**src/rtl/fpg_pkg.sv**
```systemverilog
package fpg_pkg;
  localparam int MUL_CODE_W = 4;
  localparam int MUL_VAL_W  = 5;

  // Doubled multiple; code 0 is the half multiple.
  function automatic logic [MUL_VAL_W-1:0] mul_of(input logic [MUL_CODE_W-1:0] code);
    logic [MUL_VAL_W-1:0] v;
    case (code)
      4'd0:  v = 5'd1;
      4'd11: v = 5'd20;
      4'd12, 4'd13: v = 5'd24;
      4'd14, 4'd15: v = 5'd30;
      default: v = {code, 1'b0};
    endcase
    return v;
  endfunction
endpackage

```
**src/rtl/fpg_tick_div.sv**
```systemverilog
module fpg_tick_div #(
  parameter int DIV = 72
) (
  input  logic clk,
  input  logic rst_n,
  output logic tick
);
  localparam int CNT_W = (DIV > 1) ? $clog2(DIV) : 1;

  logic [CNT_W-1:0] cnt_q;

  assign tick = (cnt_q == CNT_W'(DIV - 1));

  always_ff @(posedge clk) begin
    if (!rst_n)    cnt_q <= '0;
    else if (tick) cnt_q <= '0;
    else           cnt_q <= cnt_q + 1'b1;
  end

  assert_tick_gap_R2: assert property (@(posedge clk) disable iff (!rst_n)
    tick |=> !tick);
endmodule

```
**src/rtl/fpg_incr.sv**
```systemverilog
module fpg_incr
  import fpg_pkg::*;
#(
  parameter int FNUM_W    = 9,
  parameter int BLK_W     = 3,
  parameter int PRE_SHIFT = 2,
  parameter int RAW_W     = FNUM_W + MUL_VAL_W + (2**BLK_W - 1),
  parameter int INC_W     = RAW_W - PRE_SHIFT
) (
  input  logic [FNUM_W-1:0]     fnum,
  input  logic [BLK_W-1:0]      blk,
  input  logic [MUL_CODE_W-1:0] code,
  output logic [INC_W-1:0]      inc
);
  logic [RAW_W-1:0] base;
  logic [RAW_W-1:0] shifted;

  assign base    = RAW_W'(fnum) * RAW_W'(mul_of(code));
  assign shifted = base << blk;
  assign inc     = INC_W'(shifted >> PRE_SHIFT);
endmodule

```
**src/rtl/fpg_lfo.sv**
```systemverilog
module fpg_lfo #(
  parameter int  PH_W     = 16,
  parameter int  TAB_W    = 8,
  parameter int  PM_FRAC  = 8,
  parameter int  VIB_W    = 9,
  parameter int  TREM_W   = 4,
  parameter int  PM_INC   = 8,
  parameter int  AM_INC   = 4,
  parameter real PM_CENTS = 13.75,
  parameter real AM_DB    = 2.4,
  parameter real DB_STEP  = 0.1875
) (
  input  logic              clk,
  input  logic              rst_n,
  input  logic              tick,
  output logic [VIB_W-1:0]  vib_next,
  output logic [VIB_W-1:0]  vib_q,
  output logic [TREM_W-1:0] trem_q
);
  localparam int  TAB_N = 2**TAB_W;
  localparam real TWO_PI = 6.28318530717958;

  logic [VIB_W-1:0]  pm_rom [TAB_N];
  logic [TREM_W-1:0] am_rom [TAB_N];

  for (genvar i = 0; i < TAB_N; i++) begin : g_rom
    localparam real ANG = TWO_PI * real'(i) / real'(TAB_N);
    assign pm_rom[i] = VIB_W'($rtoi(real'(2**PM_FRAC) * $pow(2.0, PM_CENTS * $sin(ANG) / 1200.0)));
    assign am_rom[i] = TREM_W'($rtoi(AM_DB / 2.0 / DB_STEP * (1.0 + $sin(ANG))));
  end

  logic [PH_W-1:0] pm_ph_q, am_ph_q;
  logic [PH_W-1:0] pm_ph_n, am_ph_n;

  assign pm_ph_n  = pm_ph_q + PH_W'(PM_INC);
  assign am_ph_n  = am_ph_q + PH_W'(AM_INC);
  assign vib_next = pm_rom[pm_ph_n[PH_W-1 -: TAB_W]];

  always_ff @(posedge clk) begin
    if (!rst_n) begin
      pm_ph_q <= '0;
      am_ph_q <= '0;
      vib_q   <= pm_rom[0];
      trem_q  <= am_rom[0];
    end else if (tick) begin
      pm_ph_q <= pm_ph_n;
      am_ph_q <= am_ph_n;
      vib_q   <= vib_next;
      trem_q  <= am_rom[am_ph_n[PH_W-1 -: TAB_W]];
    end
  end

  assert_lfo_hold_R6: assert property (@(posedge clk) disable iff (!rst_n)
    !tick |=> ($stable(pm_ph_q) && $stable(am_ph_q) && $stable(vib_q) && $stable(trem_q)));
  assert_lfo_step_R6: assert property (@(posedge clk) disable iff (!rst_n)
    tick |=> (pm_ph_q == $past(pm_ph_q) + PH_W'(PM_INC)));
  assert_trem_step_R7: assert property (@(posedge clk) disable iff (!rst_n)
    tick |=> (am_ph_q == $past(am_ph_q) + PH_W'(AM_INC)));
endmodule

```
**src/rtl/fm_phase_gen.sv**
```systemverilog
module fm_phase_gen
  import fpg_pkg::*;
#(
  parameter int  CLK_HZ    = 3579545,
  parameter int  DIV       = 72,
  parameter int  FNUM_W    = 9,
  parameter int  BLK_W     = 3,
  parameter int  ACC_W     = 18,
  parameter int  IDX_W     = 9,
  parameter int  LFO_PH_W  = 16,
  parameter int  LFO_TAB_W = 8,
  parameter int  PM_FRAC   = 8,
  parameter int  VIB_W     = 9,
  parameter int  TREM_W    = 4,
  parameter real PM_HZ     = 6.4,
  parameter real AM_HZ     = 3.7,
  parameter real PM_CENTS  = 13.75,
  parameter real AM_DB     = 2.4,
  parameter real DB_STEP   = 0.1875
) (
  input  logic                  clk,
  input  logic                  rst_n,
  input  logic [FNUM_W-1:0]     fnum_i,
  input  logic [BLK_W-1:0]      block_i,
  input  logic [MUL_CODE_W-1:0] mult_i,
  input  logic                  vib_en_i,
  input  logic                  key_clr_i,
  output logic                  sample_valid_o,
  output logic [IDX_W-1:0]      phase_idx_o,
  output logic [VIB_W-1:0]      vib_factor_o,
  output logic [TREM_W-1:0]     trem_o
);
  localparam int  PRE_SHIFT = 20 - ACC_W;
  localparam int  RAW_W     = FNUM_W + MUL_VAL_W + (2**BLK_W - 1);
  localparam int  INC_W     = RAW_W - PRE_SHIFT;
  localparam int  PROD_W    = INC_W + VIB_W;
  localparam int  SMP_HZ    = CLK_HZ / DIV;
  localparam int  PM_INC    = $rtoi(PM_HZ * real'(2**LFO_PH_W) / real'(SMP_HZ));
  localparam int  AM_INC    = $rtoi(AM_HZ * real'(2**LFO_PH_W) / real'(SMP_HZ));

  logic              tick;
  logic [INC_W-1:0]  inc;
  logic [VIB_W-1:0]  vib_next;
  logic [PROD_W-1:0] prod;
  logic [ACC_W-1:0]  step;
  logic [ACC_W-1:0]  acc_q;

  fpg_tick_div #(.DIV(DIV)) u_div (
    .clk   (clk),
    .rst_n (rst_n),
    .tick  (tick)
  );

  fpg_incr #(
    .FNUM_W    (FNUM_W),
    .BLK_W     (BLK_W),
    .PRE_SHIFT (PRE_SHIFT),
    .RAW_W     (RAW_W),
    .INC_W     (INC_W)
  ) u_incr (
    .fnum (fnum_i),
    .blk  (block_i),
    .code (mult_i),
    .inc  (inc)
  );

  fpg_lfo #(
    .PH_W     (LFO_PH_W),
    .TAB_W    (LFO_TAB_W),
    .PM_FRAC  (PM_FRAC),
    .VIB_W    (VIB_W),
    .TREM_W   (TREM_W),
    .PM_INC   (PM_INC),
    .AM_INC   (AM_INC),
    .PM_CENTS (PM_CENTS),
    .AM_DB    (AM_DB),
    .DB_STEP  (DB_STEP)
  ) u_lfo (
    .clk      (clk),
    .rst_n    (rst_n),
    .tick     (tick),
    .vib_next (vib_next),
    .vib_q    (vib_factor_o),
    .trem_q   (trem_o)
  );

  assign prod = {{VIB_W{1'b0}}, inc} * {{INC_W{1'b0}}, vib_next};
  assign step = vib_en_i ? ACC_W'(prod >> PM_FRAC) : ACC_W'(inc);

  always_ff @(posedge clk) begin
    if (!rst_n)         acc_q <= '0;
    else if (key_clr_i) acc_q <= '0;
    else if (tick)      acc_q <= acc_q + step;
  end

  always_ff @(posedge clk) begin
    if (!rst_n) sample_valid_o <= 1'b0;
    else        sample_valid_o <= tick;
  end

  assign phase_idx_o = acc_q[ACC_W-1 -: IDX_W];

  assert_clear_wins_R9: assert property (@(posedge clk) disable iff (!rst_n)
    key_clr_i |=> (phase_idx_o == '0));
  assert_hold_between_R4: assert property (@(posedge clk) disable iff (!rst_n)
    (!tick && !key_clr_i) |=> $stable(acc_q));
  assert_valid_follows_R2: assert property (@(posedge clk) disable iff (!rst_n)
    tick |=> sample_valid_o);
  assert_valid_only_R2: assert property (@(posedge clk) disable iff (!rst_n)
    !tick |=> !sample_valid_o);
endmodule

```
**config.mk**
```make
export PLATFORM = sky130hd
export DESIGN_NAME = fm_phase_gen
export DESIGN_NICKNAME = d
export VERILOG_FILES = /design/src/rtl/fpg_pkg.sv /design/src/rtl/fpg_tick_div.sv /design/src/rtl/fpg_incr.sv /design/src/rtl/fpg_lfo.sv /design/src/rtl/fm_phase_gen.sv
export SDC_FILE = /design/constraint.sdc
export NUM_CORES = 1
export LEC_CHECK = 0
export BUFFER_PORTS_ARGS = -buffer_cell sky130_fd_sc_hd__buf_2
export CAP_MARGIN = 20
export CORE_MARGIN = 10
export CORE_UTILIZATION = 45
export CTS_CLUSTER_DIAMETER = 200
export DETAILED_ROUTE_END_ITERATION = 10
export PLACE_DENSITY_LB_ADDON = 0.12
export SLEW_MARGIN = 40
export SYNTH_ARGS = -nofsm -noshare
export SYNTH_HDL_FRONTEND = slang
export SYNTH_HIERARCHICAL = 1
export SYNTH_SLANG_ARGS = --single-unit
```
**constraint.sdc**
```tcl
create_clock -name clk -period 21.2 [get_ports clk]
set_input_delay 4.24 -clock clk [delete_from_list [all_inputs] [get_ports clk]]
set_output_delay 4.24 -clock clk [all_outputs]
set_load 0.01 [all_outputs]
```
==> results.md <==
* CTS Buf Count at 9
* Initial antenna violation count at 0
* Fin util at ~48%
* Setup ws final at 5.91 ns
* Routed length per instance at 15.4 um
* CTS Sinks at 61
* Final setup violation count at 0
* Cell variety after synth at 101
* Antenna viol nets, final at 0
* Leak pwr at 5.81 nW
* H-Tree Depth at 3
* First-pass GRT wire length at 48.9 mm
* GRT Util Overall at 17.2%
* Critical path data arrival time at between 15 and 20 ns
* Row cnt at 59
* Largest net degree at the start of global routing at 64
* Met2 WL at 13.3 mm
* Fin area at approximately 13000 um2
* Setup crit end kind: flip-flop
* Average cell area after synthesis at between 8 and 9 um2
* Yosys warns at 6
* Power density over the cells at 43.2 nW/um2
* Layout Skew at 0.0121 ns
* Layout cells sized above 1 at 10.2%
* Cells after synthesis at 1486
* CP max FO at 12
* Worst R2R End: acc_q[17]$_SDFFE_PP0P_
* Setup_tns at 0 ns
* Met1 wire length at 13.2 mm
* Area Overhead vs Synth at 5.09%
* Timing startpoint of the critical path: mult_i[3]
* # resized after CTS at 0
* Clk buf depth at 2
* Worst hold path type: flip-flop to flip-flop
* FF-to-FF path depth at 37
* Core footprint at roughly 26000 um2
* Rel. slew slack at 44.7%
* Die X at 184 um
* Fmax at 65.4 MHz
* Post-Layout Cell Count at 1793
* Vias per std cell at 5.46
* Filler instances at 2599
* Yosys reg bits at 61
* Nets@finish at 1693
* Req. time, crit path at 21.44 ns
* Fin. max-slew vios at 0
* FFs w/ async S/R, synth at 0%
* IO Pins at 43
* Critical Path Source Type: input pin
* Post-synth EDFFs at 0
* I/O Buffers at 42
* Root buffer cell: clkbuf_16
* Design Power at 0.548 mW
* RSZ-0062 raised after global routing: false
* Vias in the first global route at 9955
* Worst slew pin tran at 0.827 ns
* First-pass DRT Iterations at 4
* Final hold vios at 0
* CP max stage delay at ~0.67 ns
* Via count at 9798
* Final GP Congestion at 0.886
* Hold_sp: u_div/cnt_q[0]$_SDFF_PP0_
* Main synth FF type: dfxtp_1
* Hold EP: u_div/cnt_q[0]$_SDFF_PP0_
* Final HPWL DP at 21.0 mm
* Worst path slowest cell: or4_2
* Dpl cells at 1777
* DP Area at ~12000 um2
* Outcome: finished, final reports clean
* # Post-CTS Setup Buffers at 0
* Die footprint at around 34000 um2
* Setup WS pre-CTS at 5.31 ns
* TritonCTS clock tree: yes
* Final period utilization at ~72%
* DR WL met3 at about 850 um
* Clock-pin slew on the worst setup and hold paths at 0.06 ns
* Initial Util at 46.1%
* ANT cells at 0
* Crit Path Category: input pin to flip-flop
* Reg2Reg Setup Slack at 11.25 ns
* Final min period at around 15 ns
* Die Span Y at 184 um
* Number of max-cap violations at 0
* Syn nets at 1726
* CTS Hold Buffers Added at 0
* Fin Hold WS at 0.472 ns
* Worst skew pair latency at 0.34 ns
* # DRC at 0
* DR iter-0 viols at 458
* Highest Signal Layer: met4
* Reg2reg start: u_lfo/pm_ph_q[11]$_SDFFE_PN0P_
* Cells on Worst Hold Path at 1
* Register area share after synthesis at 10.1%
* Worst vdd ir at approximately 0.034 mV
* DRT Wirelength at 27.7 mm
* Total gr overflow at 0
* Post-Syn Area at 12100 um2
## per-layer routing
metal	vias up	global-route usage, %
met5	-	0
met4	0	3.28
met3	15	1.80
met2	148	29.8
met1	4801	22.7
li1	4834	-
## sequential cells by signal, indices dropped and copies added, names as in the netlist
register and flops:
acc_q 18, sample_valid_o 1, u_div/cnt_q 7, u_lfo/am_ph_q 14, u_lfo/pm_ph_q 13, u_lfo/trem_q 4, u_lfo/vib_q 4
## area by class of cell
cell class | count | area [um2] | share of cell area (%)
tap | 335 | 419 | 3.30
inverter | 192 | 721 | 5.68
sequential | 61 | 1220 | 9.63
clock inverter | 6 | 68.8 | 0.543
multi-input combinational | 1136 | 9720 | 76.7
timing repair buffer | 53 | 293 | 2.31
clock buffer | 10 | 239 | 1.88
## report_power, final
| group | leakage, nW | internal [mW] | switching [mW] |
|---|---|---|---|
| Sequential | 0.492 | 0.115 | 0.000486 |
| Combinational | 5.16 | 0.109 | 0.166 |
| Clock | 0.149 | 0.0951 | 0.0614 |
## how the worst max path moves through the flow
stage	to	cells after the start	slack, ns
CTS	acc_q[17]$_SDFFE_PP0P_	43	5.69
finish	acc_q[17]$_SDFFE_PP0P_	43	5.91
floorplan	acc_q[17]$_SDFFE_PP0P_	44	6.71
global route	acc_q[17]$_SDFFE_PP0P_	43	5.07
global placement	acc_q[17]$_SDFFE_PP0P_	43	5.64
detailed placement	acc_q[17]$_SDFFE_PP0P_	43	5.31
## synth_stat cells, types with 5 or more instances
cell type,number,area [um2]
buf_4,20,150
o21ai_1,5,25.0
o31ai_1,5,37.5
nand2b_1,11,68.8
a21boi_0,8,60.1
a211oi_1,7,52.6
nor2b_1,18,113
nor4_1,11,68.8
a31oi_1,10,62.6
o211ai_1,7,52.6
dfxtp_1,61,1220
o22ai_1,5,31.3
mux2i_1,33,330
and3_1,9,56.3
nand2_1,170,638
xnor2_1,60,526
xor2_1,21,184
nand4_1,19,119
a21o_1,8,60.1
buf_2,16,80.1
ha_1,80,1000
a21oi_1,53,265
clkbuf_1,51,191
nand3_1,34,170
fa_1,140,2800
nor2_1,73,274
a41oi_1,5,43.8
buf_1,9,33.8
or3_1,7,43.8
inv_1,190,713
o21ai_0,40,200
o21bai_1,7,52.6
and4_1,5,43.8
o211a_1,6,60.1
and2_1,135,845
nor3_1,20,100
mux2_2,24,270
## kinds of logic after synthesis
group	synth area share [%]
flops	10.1
fa+ha+maj	31.5
simple gates	23.8
buf+inv	9.79
mux	5.16
compound gates	13.2
xor+xnor	6.38
## worst max-delay path, delay by kind of cell
| family | cells | cell delay [ns] |
|---|---|---|
| buffers and inverters | 7 | 0.47 |
| muxes | 4 | 1.12 |
| and+or+nand+nor | 10 | 1.98 |
| adders and majority gates | 9 | 4.10 |
| AOI/OAI and AO/OA | 12 | 3.51 |
| xor gates and xnor gates | 1 | 0.07 |
## layout by cell type (no fill, tap or decap), types with 24 or more instances in the layout
master,n
a21oi_1,52
and2_1,135
buf_2,42
dfxtp_1,61
fa_1,140
ha_1,80
inv_1,190
mux2_2,24
mux2i_1,28
nand2_1,169
nand3_1,34
nor2_1,72
o21ai_0,40
xnor2_1,60
Note: power is estimated with default switching activity, not from simulation.
